**config.mk**
```make
export PLATFORM = sky130hd
export DESIGN_NAME = ecc_mem_ctrl
export DESIGN_NICKNAME = d
export VERILOG_FILES = /design/src/rtl/ecc_mem_pkg.sv /design/src/rtl/ecc_write_merge.sv /design/src/rtl/ecc_word_check.sv /design/src/rtl/ecc_scrub_walker.sv /design/src/rtl/ecc_mem_ctrl.sv
export SDC_FILE = /design/constraint.sdc
export NUM_CORES = 2
export LEC_CHECK = 0
export BUFFER_PORTS_ARGS = -buffer_cell sky130_fd_sc_hd__buf_2
export CAP_MARGIN = 20
export CORE_UTILIZATION = 57
export DETAILED_ROUTE_END_ITERATION = 6
export PLACE_DENSITY = 0.76
export SLEW_MARGIN = 20
export SYNTH_ARGS = -nofsm -noshare
export SYNTH_HDL_FRONTEND = slang
export SYNTH_SLANG_ARGS = --single-unit
```
**constraint.sdc**
```tcl
create_clock -name clk -period 6.3 [get_ports clk]
set_input_delay 0.63 -clock clk [delete_from_list [all_inputs] [get_ports clk]]
set_output_delay 0.63 -clock clk [all_outputs]
set_load 0.005 [all_outputs]
```
**src/rtl/ecc_mem_pkg.sv**
```systemverilog
// Package: shared constants and code functions for the 64-bit word store.
// Assumes a 64-bit data word; the code is an extended Hamming (72,64) code
// with codeword positions 1..71, check bits at power-of-two positions.
package ecc_mem_pkg;
    localparam int WORD_W   = 64;
    localparam int CODE_W   = 8;
    localparam int NBYTES   = WORD_W / 8;
    localparam int LAST_POS = WORD_W + CODE_W - 1;

    typedef struct packed {
        logic [WORD_W-1:0] data;
        logic              corr;
        logic              uncorr;
    } dec_t;

    // Encode: seven Hamming bits plus an overall parity bit on top.
    function automatic logic [CODE_W-1:0] secded_encode(input logic [WORD_W-1:0] d);
        logic [CODE_W-2:0] h;
        int j;
        h = '0;
        j = 0;
        for (int p = 1; p <= LAST_POS; p++) begin
            if ((p & (p - 1)) != 0) begin
                for (int i = 0; i < CODE_W - 1; i++) begin
                    if (p[i]) h[i] = h[i] ^ d[j];
                end
                j++;
            end
        end
        return {(^d) ^ (^h), h};
    endfunction

    // Decode: correct one data-bit flip, detect two.
    function automatic dec_t secded_decode(input logic [WORD_W-1:0] d,
                                           input logic [CODE_W-1:0] c);
        dec_t              r;
        logic [CODE_W-1:0] fresh;
        logic [CODE_W-2:0] s;
        logic              ov;
        int                j;
        fresh    = secded_encode(d);
        s        = c[CODE_W-2:0] ^ fresh[CODE_W-2:0];
        ov       = ^{d, c};
        r.data   = d;
        r.corr   = 1'b0;
        r.uncorr = 1'b0;
        if (ov) begin
            if (int'(s) > LAST_POS) begin
                r.uncorr = 1'b1;
            end else begin
                r.corr = 1'b1;
                j = 0;
                for (int p = 1; p <= LAST_POS; p++) begin
                    if ((p & (p - 1)) != 0) begin
                        if (p == int'(s)) r.data[j] = ~d[j];
                        j++;
                    end
                end
            end
        end else if (s != '0) begin
            r.uncorr = 1'b1;
        end
        return r;
    endfunction

    // One even-parity bit per byte.
    function automatic logic [NBYTES-1:0] byte_parity(input logic [WORD_W-1:0] d);
        logic [NBYTES-1:0] p;
        for (int b = 0; b < NBYTES; b++) p[b] = ^d[b*8 +: 8];
        return p;
    endfunction
endpackage

```
**src/rtl/ecc_write_merge.sv**
```systemverilog
// Module: builds the word to store for a host write.
// Enabled bytes take the write data (XOR the injection mask); other bytes keep
// the old value. Parity and code are computed from the clean write data.
// Assumes the old word and parity come straight from storage.
module ecc_write_merge
    import ecc_mem_pkg::*;
(
    input  logic [WORD_W-1:0] old_data,
    input  logic [NBYTES-1:0] old_par,
    input  logic [WORD_W-1:0] wdata,
    input  logic [NBYTES-1:0] be,
    input  logic [WORD_W-1:0] inj,
    output logic [WORD_W-1:0] new_data,
    output logic [NBYTES-1:0] new_par,
    output logic [CODE_W-1:0] new_chk,
    output logic              full
);
    logic [WORD_W-1:0] clean;

    for (genvar b = 0; b < NBYTES; b++) begin : g_byte
        // Per-byte select of new versus kept contents.
        assign clean[b*8 +: 8]    = be[b] ? wdata[b*8 +: 8] : old_data[b*8 +: 8];
        assign new_data[b*8 +: 8] = be[b] ? (wdata[b*8 +: 8] ^ inj[b*8 +: 8])
                                          : old_data[b*8 +: 8];
        assign new_par[b]         = be[b] ? (^wdata[b*8 +: 8]) : old_par[b];
    end

    assign new_chk = secded_encode(clean);
    assign full    = &be;
endmodule

```
**src/rtl/ecc_word_check.sv**
```systemverilog
// Module: read-side check of one stored word.
// Current code: SECDED decode. Stale code: byte parity only. Bypass: raw.
// fix_o requests a write-back of data_o with code chk_o.
module ecc_word_check
    import ecc_mem_pkg::*;
(
    input  logic [WORD_W-1:0] data_i,
    input  logic [CODE_W-1:0] chk_i,
    input  logic [NBYTES-1:0] par_i,
    input  logic              valid_i,
    input  logic              bypass_i,
    output logic [WORD_W-1:0] data_o,
    output logic              corr_o,
    output logic              uncorr_o,
    output logic              fix_o,
    output logic [CODE_W-1:0] chk_o
);
    dec_t dec;
    logic par_bad;

    assign dec     = secded_decode(data_i, chk_i);
    assign par_bad = (byte_parity(data_i) != par_i);

    // Pick the checking path for this word and mode.
    always_comb begin
        data_o   = data_i;
        corr_o   = 1'b0;
        uncorr_o = 1'b0;
        fix_o    = 1'b0;
        if (!bypass_i) begin
            if (valid_i) begin
                data_o   = dec.data;
                corr_o   = dec.corr;
                uncorr_o = dec.uncorr;
                fix_o    = dec.corr;
            end else begin
                uncorr_o = par_bad;
                fix_o    = !par_bad;
            end
        end
    end

    assign chk_o = secded_encode(data_o);
endmodule

```
**src/rtl/ecc_scrub_walker.sv**
```systemverilog
// Module: address walker for the idle-time refresh.
// Advances by one (wrapping at DEPTH) only when step_i is high; holds otherwise.
module ecc_scrub_walker #(
    parameter int DEPTH = 16,
    localparam int AW = (DEPTH > 1) ? $clog2(DEPTH) : 1
) (
    input  logic          clk,
    input  logic          rst_n,
    input  logic          step_i,
    output logic [AW-1:0] addr_o
);
    // Step through addresses on idle cycles only.
    always_ff @(posedge clk) begin
        if (!rst_n)                          addr_o <= '0;
        else if (step_i) begin
            if (addr_o == AW'(DEPTH - 1))    addr_o <= '0;
            else                             addr_o <= addr_o + 1'b1;
        end
    end
endmodule

```
**src/rtl/ecc_mem_ctrl.sv**
```systemverilog
// Module: word store with SECDED, per-byte parity and a per-word code-current flag.
// Host reads answer one cycle after acceptance; a repair write-back takes the
// following cycle with ready low. Idle cycles drive the refresh walker.
// Assumes one storage write per cycle: write-back, then host write, then refresh.
module ecc_mem_ctrl
    import ecc_mem_pkg::*;
#(
    parameter int DEPTH = 16,
    localparam int AW = (DEPTH > 1) ? $clog2(DEPTH) : 1
) (
    input  logic              clk,
    input  logic              rst_n,
    input  logic              chk_disable,
    input  logic              req_valid,
    input  logic              req_write,
    input  logic [AW-1:0]     req_addr,
    input  logic [WORD_W-1:0] req_wdata,
    input  logic [NBYTES-1:0] req_be,
    input  logic [WORD_W-1:0] inj_mask,
    output logic              ready,
    output logic              rdata_valid,
    output logic [WORD_W-1:0] rdata,
    output logic              err_corr,
    output logic              err_uncorr
);
    logic [WORD_W-1:0] data_q  [DEPTH];
    logic [CODE_W-1:0] chk_q   [DEPTH];
    logic [NBYTES-1:0] par_q   [DEPTH];
    logic              valid_q [DEPTH];

    logic              wb_pending;
    logic [AW-1:0]     wb_addr;
    logic [WORD_W-1:0] wb_data;
    logic [CODE_W-1:0] wb_chk;

    logic              accept, rd_acc, wr_acc, idle_cyc;
    logic [WORD_W-1:0] hc_data;
    logic              hc_corr, hc_uncorr, hc_fix;
    logic [CODE_W-1:0] hc_chk;
    logic [WORD_W-1:0] mg_data;
    logic [NBYTES-1:0] mg_par;
    logic [CODE_W-1:0] mg_chk;
    logic              mg_full;
    logic [AW-1:0]     scrub_addr;
    logic [WORD_W-1:0] sc_word;
    logic              sc_par_ok, scrub_fire;
    logic [CODE_W-1:0] sc_chk;

    assign ready    = !wb_pending;
    assign accept   = req_valid && ready;
    assign rd_acc   = accept && !req_write;
    assign wr_acc   = accept && req_write;
    assign idle_cyc = !req_valid && ready;

    ecc_word_check u_host_chk (
        .data_i   (data_q[req_addr]),
        .chk_i    (chk_q[req_addr]),
        .par_i    (par_q[req_addr]),
        .valid_i  (valid_q[req_addr]),
        .bypass_i (chk_disable),
        .data_o   (hc_data),
        .corr_o   (hc_corr),
        .uncorr_o (hc_uncorr),
        .fix_o    (hc_fix),
        .chk_o    (hc_chk)
    );

    ecc_write_merge u_merge (
        .old_data (data_q[req_addr]),
        .old_par  (par_q[req_addr]),
        .wdata    (req_wdata),
        .be       (req_be),
        .inj      (inj_mask),
        .new_data (mg_data),
        .new_par  (mg_par),
        .new_chk  (mg_chk),
        .full     (mg_full)
    );

    ecc_scrub_walker #(.DEPTH(DEPTH)) u_walker (
        .clk    (clk),
        .rst_n  (rst_n),
        .step_i (idle_cyc),
        .addr_o (scrub_addr)
    );

    assign sc_word    = data_q[scrub_addr];
    assign sc_par_ok  = (byte_parity(sc_word) == par_q[scrub_addr]);
    assign sc_chk     = secded_encode(sc_word);
    assign scrub_fire = idle_cyc && !valid_q[scrub_addr] && sc_par_ok;

    // Storage update: one writer per cycle in fixed priority.
    always_ff @(posedge clk) begin
        if (!rst_n) begin
            for (int i = 0; i < DEPTH; i++) begin
                data_q[i]  <= '0;
                chk_q[i]   <= '0;
                par_q[i]   <= '0;
                valid_q[i] <= 1'b1;
            end
        end else if (wb_pending) begin
            data_q[wb_addr]  <= wb_data;
            chk_q[wb_addr]   <= wb_chk;
            par_q[wb_addr]   <= byte_parity(wb_data);
            valid_q[wb_addr] <= 1'b1;
        end else if (wr_acc && (|req_be)) begin
            data_q[req_addr]  <= mg_data;
            par_q[req_addr]   <= mg_par;
            valid_q[req_addr] <= mg_full;
            if (mg_full) chk_q[req_addr] <= mg_chk;
        end else if (scrub_fire) begin
            chk_q[scrub_addr]   <= sc_chk;
            valid_q[scrub_addr] <= 1'b1;
        end
    end

    // Read response and write-back capture.
    always_ff @(posedge clk) begin
        if (!rst_n) begin
            rdata_valid <= 1'b0;
            rdata       <= '0;
            err_corr    <= 1'b0;
            err_uncorr  <= 1'b0;
            wb_pending  <= 1'b0;
            wb_addr     <= '0;
            wb_data     <= '0;
            wb_chk      <= '0;
        end else begin
            rdata_valid <= rd_acc;
            err_corr    <= rd_acc && hc_corr;
            err_uncorr  <= rd_acc && hc_uncorr;
            wb_pending  <= rd_acc && hc_fix;
            if (rd_acc) begin
                rdata   <= hc_data;
                wb_addr <= req_addr;
                wb_data <= hc_data;
                wb_chk  <= hc_chk;
            end
        end
    end
endmodule

```
After elaboration in Yosys (flattened, before gate mapping)
Memories as Yosys holds them, arrays and structs flattened. A register that Yosys moved wholly into a read port is not among the register bits.
Index checks and enable logic that the tools add are counted.

cells by class
  add/sub/neg operators = 63
  magnitude comparators = 127
  equal/unequal tests = 67
  multiplexer cells = 786
  bitwise operators = 868
  reductions and logical operators = 130

operator list
  kind                     count
  $mux W64                 191
  $bwmux W64               63
  $mux W32                 126
  $ge A32 B1 Y1 const B    63
  $lt A32 B8 Y1 const B    63
  $add A32 B2 Y32 const B  62
  $xor A1 B1 Y1            795
  $bmux W1 S6              63
  $demux W1 S6             63
  $eq A7 B7 Y1 const A     38
  $reduce_xor A8 Y1        32
  $mux W1                  240
  $reduce_xor A64 Y1       3
  $mux W8                  21
  $mux W65                 2
  $reduce_or A64 Y1        2
  $eq A6 B7 Y1 const A     15
  $logic_and A1 B1 Y1      73
  $reduce_xor A72 Y1       1
  $mux W4                  17
  $not A1 Y1               64
  $xor A8 B8 Y8            8
  $eq A5 B7 Y1 const A     7
  $reduce_or A8 Y1         6
  other kinds (13)         23

word-level totals
  flip-flop bits (word level) = 84
  RAM bits = 1296
  input port bits = 145
  output and inout port bits = 68
  word-level logic and storage cells = 2053
  memories = 4

memories
  name     depth  bits a word  read ports  clocked after Yosys merged registers in  wr ports  line                text
  data_q   16     64           2           1                                        16        ecc_mem_ctrl.sv:26  logic [WORD_W-1:0] data_q [DEPTH];
  chk_q    16     8            1           0                                        16        ecc_mem_ctrl.sv:27  logic [CODE_W-1:0] chk_q [DEPTH];
  par_q    16     8            2           1                                        16        ecc_mem_ctrl.sv:28  logic [NBYTES-1:0] par_q [DEPTH];
  valid_q  16     1            2           1                                        16        ecc_mem_ctrl.sv:29  logic valid_q [DEPTH];

Longest topological paths before layout
An unclocked memory read counts as a cell.

  word-level depth = 333
  gate-level depth with buffers = 28

Modules after synthesis
Synthesis repeated with hierarchy kept, for this count alone.

second synthesis, totals
  cells, all modules = 5769
  area, all modules = 79284.8 um^2

modules (own cells, without submodules)
  module            times used  cells each  area an instance (um^2)  seq. area each (um^2)
  ecc_mem_ctrl      1           4698        70239.9                  40518.9
  ecc_word_check    1           546         4904.7                   0.0
  ecc_write_merge   1           505         3950.0                   0.0
  ecc_scrub_walker  1           20          190.2                    80.1

Worst setup path after synthesis
No wires, ideal clock.

  kind = input to register
  start point = input port req_addr[1]
  end point = register wb_chk[7]
  library setup time = 0.070 ns
  arrival time = 6.772 ns
  required time = 6.230 ns
  slack = -0.542 ns
  cell stages on the path = 24
  path through = buf_2 > buf_4 > buf_6 > buf_6 > buf_4 > buf_2 > buf_2 > buf_2 > mux4_2 > mux4_2 > xnor2_2 > xnor3_1 > xnor2_1 > or3_4 > buf_6 > a2111oi_0 > xnor2_1 > xnor3_1 > xnor2_1 > xnor3_1 > xnor3_1 > xor2_1 > xnor3_1 > a21oi_1

between the ends
  word-level cells in the longest chain between the ends = 330

RTL lines
  element                       line                  text
  start, declared               ecc_mem_ctrl.sv:16    input logic [AW-1:0] req_addr,
  $mem_v2 Z16 W64               -
  $xor A1 B1 Y1 (34 in series)  ecc_mem_pkg.sv:25     if (p[i]) h[i] = h[i] ^ d[j];
  $xor A7 B7 Y7                 ecc_mem_pkg.sv:42     s = c[CODE_W-2:0] ^ fresh[CODE_W-2:0];
  $eq A3 B7 Y1                  ecc_mem_pkg.sv:55     if (p == int'(s)) r.data[j] = ~d[j];
  $mux W1                       ecc_mem_pkg.sv:55
  $mux W1                       ecc_mem_pkg.sv:48     if (int'(s) > LAST_POS) begin
  $mux W1                       ecc_mem_pkg.sv:47     if (ov) begin
  $bwmux W64                    ecc_mem_pkg.sv:55
  (+248 left out)               -
  $mux W64                      ecc_mem_pkg.sv:55
  $mux W65                      ecc_mem_pkg.sv:48
  $mux W65                      ecc_mem_pkg.sv:47
  $mux W64                      ecc_word_check.sv:31  if (valid_i) begin
  $mux W64 (*)                  ecc_word_check.sv:30  if (!bypass_i) begin
  $xor A1 B1 Y1 (34 in series)  ecc_mem_pkg.sv:25
  $reduce_xor A7 Y1             ecc_mem_pkg.sv:30     return {(^d) ^ (^h), h};
  $xor A1 B1 Y1 (*)             ecc_mem_pkg.sv:30
  end signal, assigned          ecc_mem_ctrl.sv:137   wb_chk <= hc_chk;
  end, declared                 ecc_mem_ctrl.sv:34    logic [CODE_W-1:0] wb_chk;

Mark *: on every way between the ends. The rest lies on a longest branch, timed or not. The select of a mux whose other input is x is not followed.
A chain may end at the register's enable or synchronous reset.

Final worst setup path
Same ends and word-level chain as after synthesis.

==> summary.md <==
Timing
• 0 — final count of pins violating max slew
• 6240 ps — crit path time final
• 39.2 ps — setup clock skew after layout
• 0.990 — fraction of the cycle the final worst path needs
• 0 ps — total negative slack
• 1150 ps — worst slew pin tran
• 160 MHz — highest clock rate
• no — unrepaired setup endpoints after global routing
• 0 — number of setup violations in the final report
• 0 — Hold Vio Cnt, Final
• 0.225 — Max-Slew Margin vs Limit

Synthesis
• 83 — number of distinct library cells after synthesis
• 0 — Yosys warning total
• 0 — fraction of synthesis flops using an asynchronous set or reset pin
• 1,296 — EDFF count, synth
• 1,384 — flip-flop and latch count after synthesis
• 0.521 — part of the Yosys area used for sequential elements
• 5,808 — Mapped Cells
• 78,000 sq um — cell area after technology mapping
• 13.4 sq um — Post-Syn Area per Cell
• 5,954 — synthesized netlist net count
• sky130_fd_sc_hd__edfxtp_1 — main flop type after synthesis

Place
• 199 mm — post-detail-place hpwl
• 212 — Port Buffers
• 0.995 — final weighted congestion in routability-driven placement
• 8,106 — Cells after DPL
• 87,200 sq um — placed cell area

GRT
• 117 — largest net degree at the start of global routing
• 0.435 — total global-route track usage
• 0.168 — GR Util met3
• 0.538 — global routing met1 resource utilization
• met2 — gr busiest metal
• 4 — number of antenna violations at the first check in global routing
• 58,200 — number of global-route vias before repair
• 0 — total overflow reported by the global router
• 418 mm — first-pass GRT wire length
• 0.640 — met2 usage in global routing

Floorplan
• 0.575 — Initial Util
• 135 — FP Rows
• 138,000 sq um — Total Die Area
• 213 — # IOs
• 372 um — Die Span Y
• 136,000 sq um — Floorplan Core Area
• 372 um — Die W

Setup path
• sky130_fd_sc_hd__xnor3_1 — most repeated library cell on the critical path
• input port — Worst Setup Start Kind
• flip-flop — CP Capture Type
• input port to flip-flop — class of the most critical setup path
• 14 — top fanout value on the critical path
• 6890 ps — Worst EP arrival
• buf_8 > buf_4 > buf_4 > buf_4 > mux4_2 > a22oi_2 > nand2_2 > xnor2_2 > xnor3_2 > buf_4 > xnor2_4 > mux2i_4 > buf_6 > nand2b_1 > a21oi_2 > xnor3_1 > xnor3_2 > xnor3_1 > xnor3_1 > xnor3_1 > xnor3_1 > a21oi_1 — worst path cell trace
• 580 ps — delay of the slowest cell on the worst path
• 6950 ps — Req. time, crit path
• sky130_fd_sc_hd__xnor3_2 — slowest stage cell on the critical path

Job
• 0 — max_cap viols

Power and ir drop
• 0.245 — fraction of power consumed by sequential logic
• 481 nW/um^2 — ratio of total power to cell area
• 0.00113 V — largest voltage drop on the vdd net
• 0.190 — Clk network pwr share
• 0.398 — switching share of power
• 26.8 mW — internal power of the cells
• 33.0 nW — cell leakage power
• 44.5 mW — total power of the final layout
• 0.565 — fraction of power consumed by combinational cells
• 17.7 mW — switching power total

Drt
• 300 mm — sum of routed wire length over all layers
• 0 — drt drc
• 59,400 — routed vias
• 10,900 — iteration-0 DRC count of the detailed router
• 7.07 — Via-to-Cell Ratio
• 35.8 um — routed len/inst
• 0 — post-detailed-route count of antenna-violating nets
• 7 — router iterations before antenna repair

Cells and area
• 18.4% — area growth from synthesis to layout
• 6,640 — number of nets in the layout
• 8,398 — Non-Filler Instances
• 92,400 sq um — post-layout instance area
• 0.322 — ratio of cells with drive above 1 in the final layout
• 9,207 — fill count
• 0.681 — core occupancy in the finished layout

Clocking
• 810 ps — Clock Latency Late Sink
• 4 — H-tree level count
• built — clock tree from TritonCTS
• 147 — number of buffers inserted during clock tree synthesis
• 1,384 — number of clock sinks
• 3 — maximum buffer depth of the clock tree
• 60 ps — CTS clock-pin slew for the worst setup and hold paths
• sky130_fd_sc_hd__clkbuf_16 — root buffer selected by CTS
• 0 — CTS Hold Buffers Added

Run status
• completed — status

Worst hold path
• input port to flip-flop — Worst Hold Class

-- worst max-delay path, delay by kind of cell --
| family | cells | cell delay, ps |
|---|---|---|
| simple gates | 2 | 310 |
| compound gates | 3 | 350 |
| buf+inv | 6 | 1480 |
| xor+xnor | 9 | 3360 |
| mux | 2 | 730 |
-- layout make-up --
class | count | area [sq um] | share of cell area
flip-flops and latches | 1384 | 40700 | 0.441
multi-input cells | 3916 | 36100 | 0.391
repair buffers | 1028 | 8680 | 0.0939
clock buffers | 181 | 3880 | 0.0420
well taps | 1781 | 2230 | 0.0241
clock inverters | 85 | 689 | 0.00746
inverters | 17 | 66.3 | 0.000718
diodes | 6 | 15.0 | 0.000163
-- layout by cell type (no fill, tap or decap), drive strengths merged, types with 6 or more instances in the layout --
cell type and instances:
nor2 1390, nand2b 19, nand4 6, xnor3 51, mux4 674, nand2 235
dfxtp 88, o21ai 109, a21oi 175, a21o 8, mux2 6, and2 21
mux2i 119, o211a 55, diode 6, nor4 6, edfxtp 1296, a22oi 47
nor3 30, a21boi 15, nor2b 25, buf 1027, or3 23, xnor2 531
clkbuf 182, xor2 158, a211oi 36, a221oi 41, nand3 33, a221o 6
o21a 6, inv 24, a2111oi 34, clkinv 69, or2 13
-- synthesized netlist by cell type (all sizes together), types with 33 or more instances --
master / count / area share
dfxtp: 88 / 0.023
nand3: 33 / 0.0021
nor2: 1390 / 0.067
a2111oi: 34 / 0.0045
mux2i: 119 / 0.015
mux4: 674 / 0.19
edfxtp: 1296 / 0.50
nand2: 235 / 0.011
a221oi: 41 / 0.0048
a22oi: 47 / 0.0046
o211a: 55 / 0.0071
buf: 125 / 0.012
o21ai: 109 / 0.0070
xnor3: 51 / 0.015
xor2: 158 / 0.018
a21oi: 175 / 0.012
xnor2: 531 / 0.061
a211oi: 36 / 0.0035
clkbuf: 366 / 0.018
-- what timing repair did --
action | CTS | global route
endpoints found under the setup margin | 5 | 7
pin swaps | 3 | 13
cloned | 0 | 1
gates resized for setup | 12 | 63
hold endpoints to repair | 0 | 0
buffers inserted | 0 | 19
-- layer usage --
metal	share of wire	wire [um]	vias up
li1	-	-	23100
met1	0.31	94300	29100
met2	0.44	131000	5824
met3	0.17	51500	1381
met4	0.078	23300	6
met5	0.00030	89	-
-- power groups by stage --
stage          combinational (mW)  sequential [mW]  clock, mW
2_1_floorplan                13.5             10.9          0
3_3_place_gp                 23.6             11.0          0
3_5_place_dp                 23.6             11.1          0
4_1_cts                      23.8             10.9       8.42
5_1_grt                      25.9             10.9       8.73
6_report                     25.1             10.9       8.44
-- per-stage QoR --
stage                     setup slack [ps]  hold slack [ps]
after floorplan                       -144              441
after global placement               -1160              449
after detailed placement             -1160              459
after CTS                             3.61              222
after global routing                  4.01              259
final                                 60.0              263
-- sequential cells by signal, indices dropped and copies added, names as in the netlist, named ones only --
register / flops
rdata_valid: 1
wb_pending: 1
data_q: 1024
u_walker.addr_o: 4
wb_addr: 4
chk_q: 128
par_q: 128
err_corr: 1
wb_chk: 8
valid_q: 16
err_uncorr: 1
rdata: 64
-- path summary, 6_finish.rpt --
path	cells past startpoint	startpoint	slack [ps]	endpoint
hold reg to reg	2	wb_chk[5]	470	wb_chk[5]
hold / removal	3	chk_disable	260	err_uncorr
setup reg to reg	20	data_q[8][47]	80	wb_chk[7]
setup / recovery	22	req_addr[1]	60	wb_chk[7]
-- kinds of logic (layout without fill, tap and decap cells) --
group,count (synthesis),after routing,synth area share
flops,1384,1384,0.521
xor+xnor,745,745,0.0956
mux,799,799,0.211
fa+ha+maj,1,1,0.000160
simple gates,1820,1820,0.0935
compound gates,551,551,0.0486
buf+inv,508,1311,0.0300
other cells,0,6,0
No activity file was read; power rests on OpenSTA's default activity.
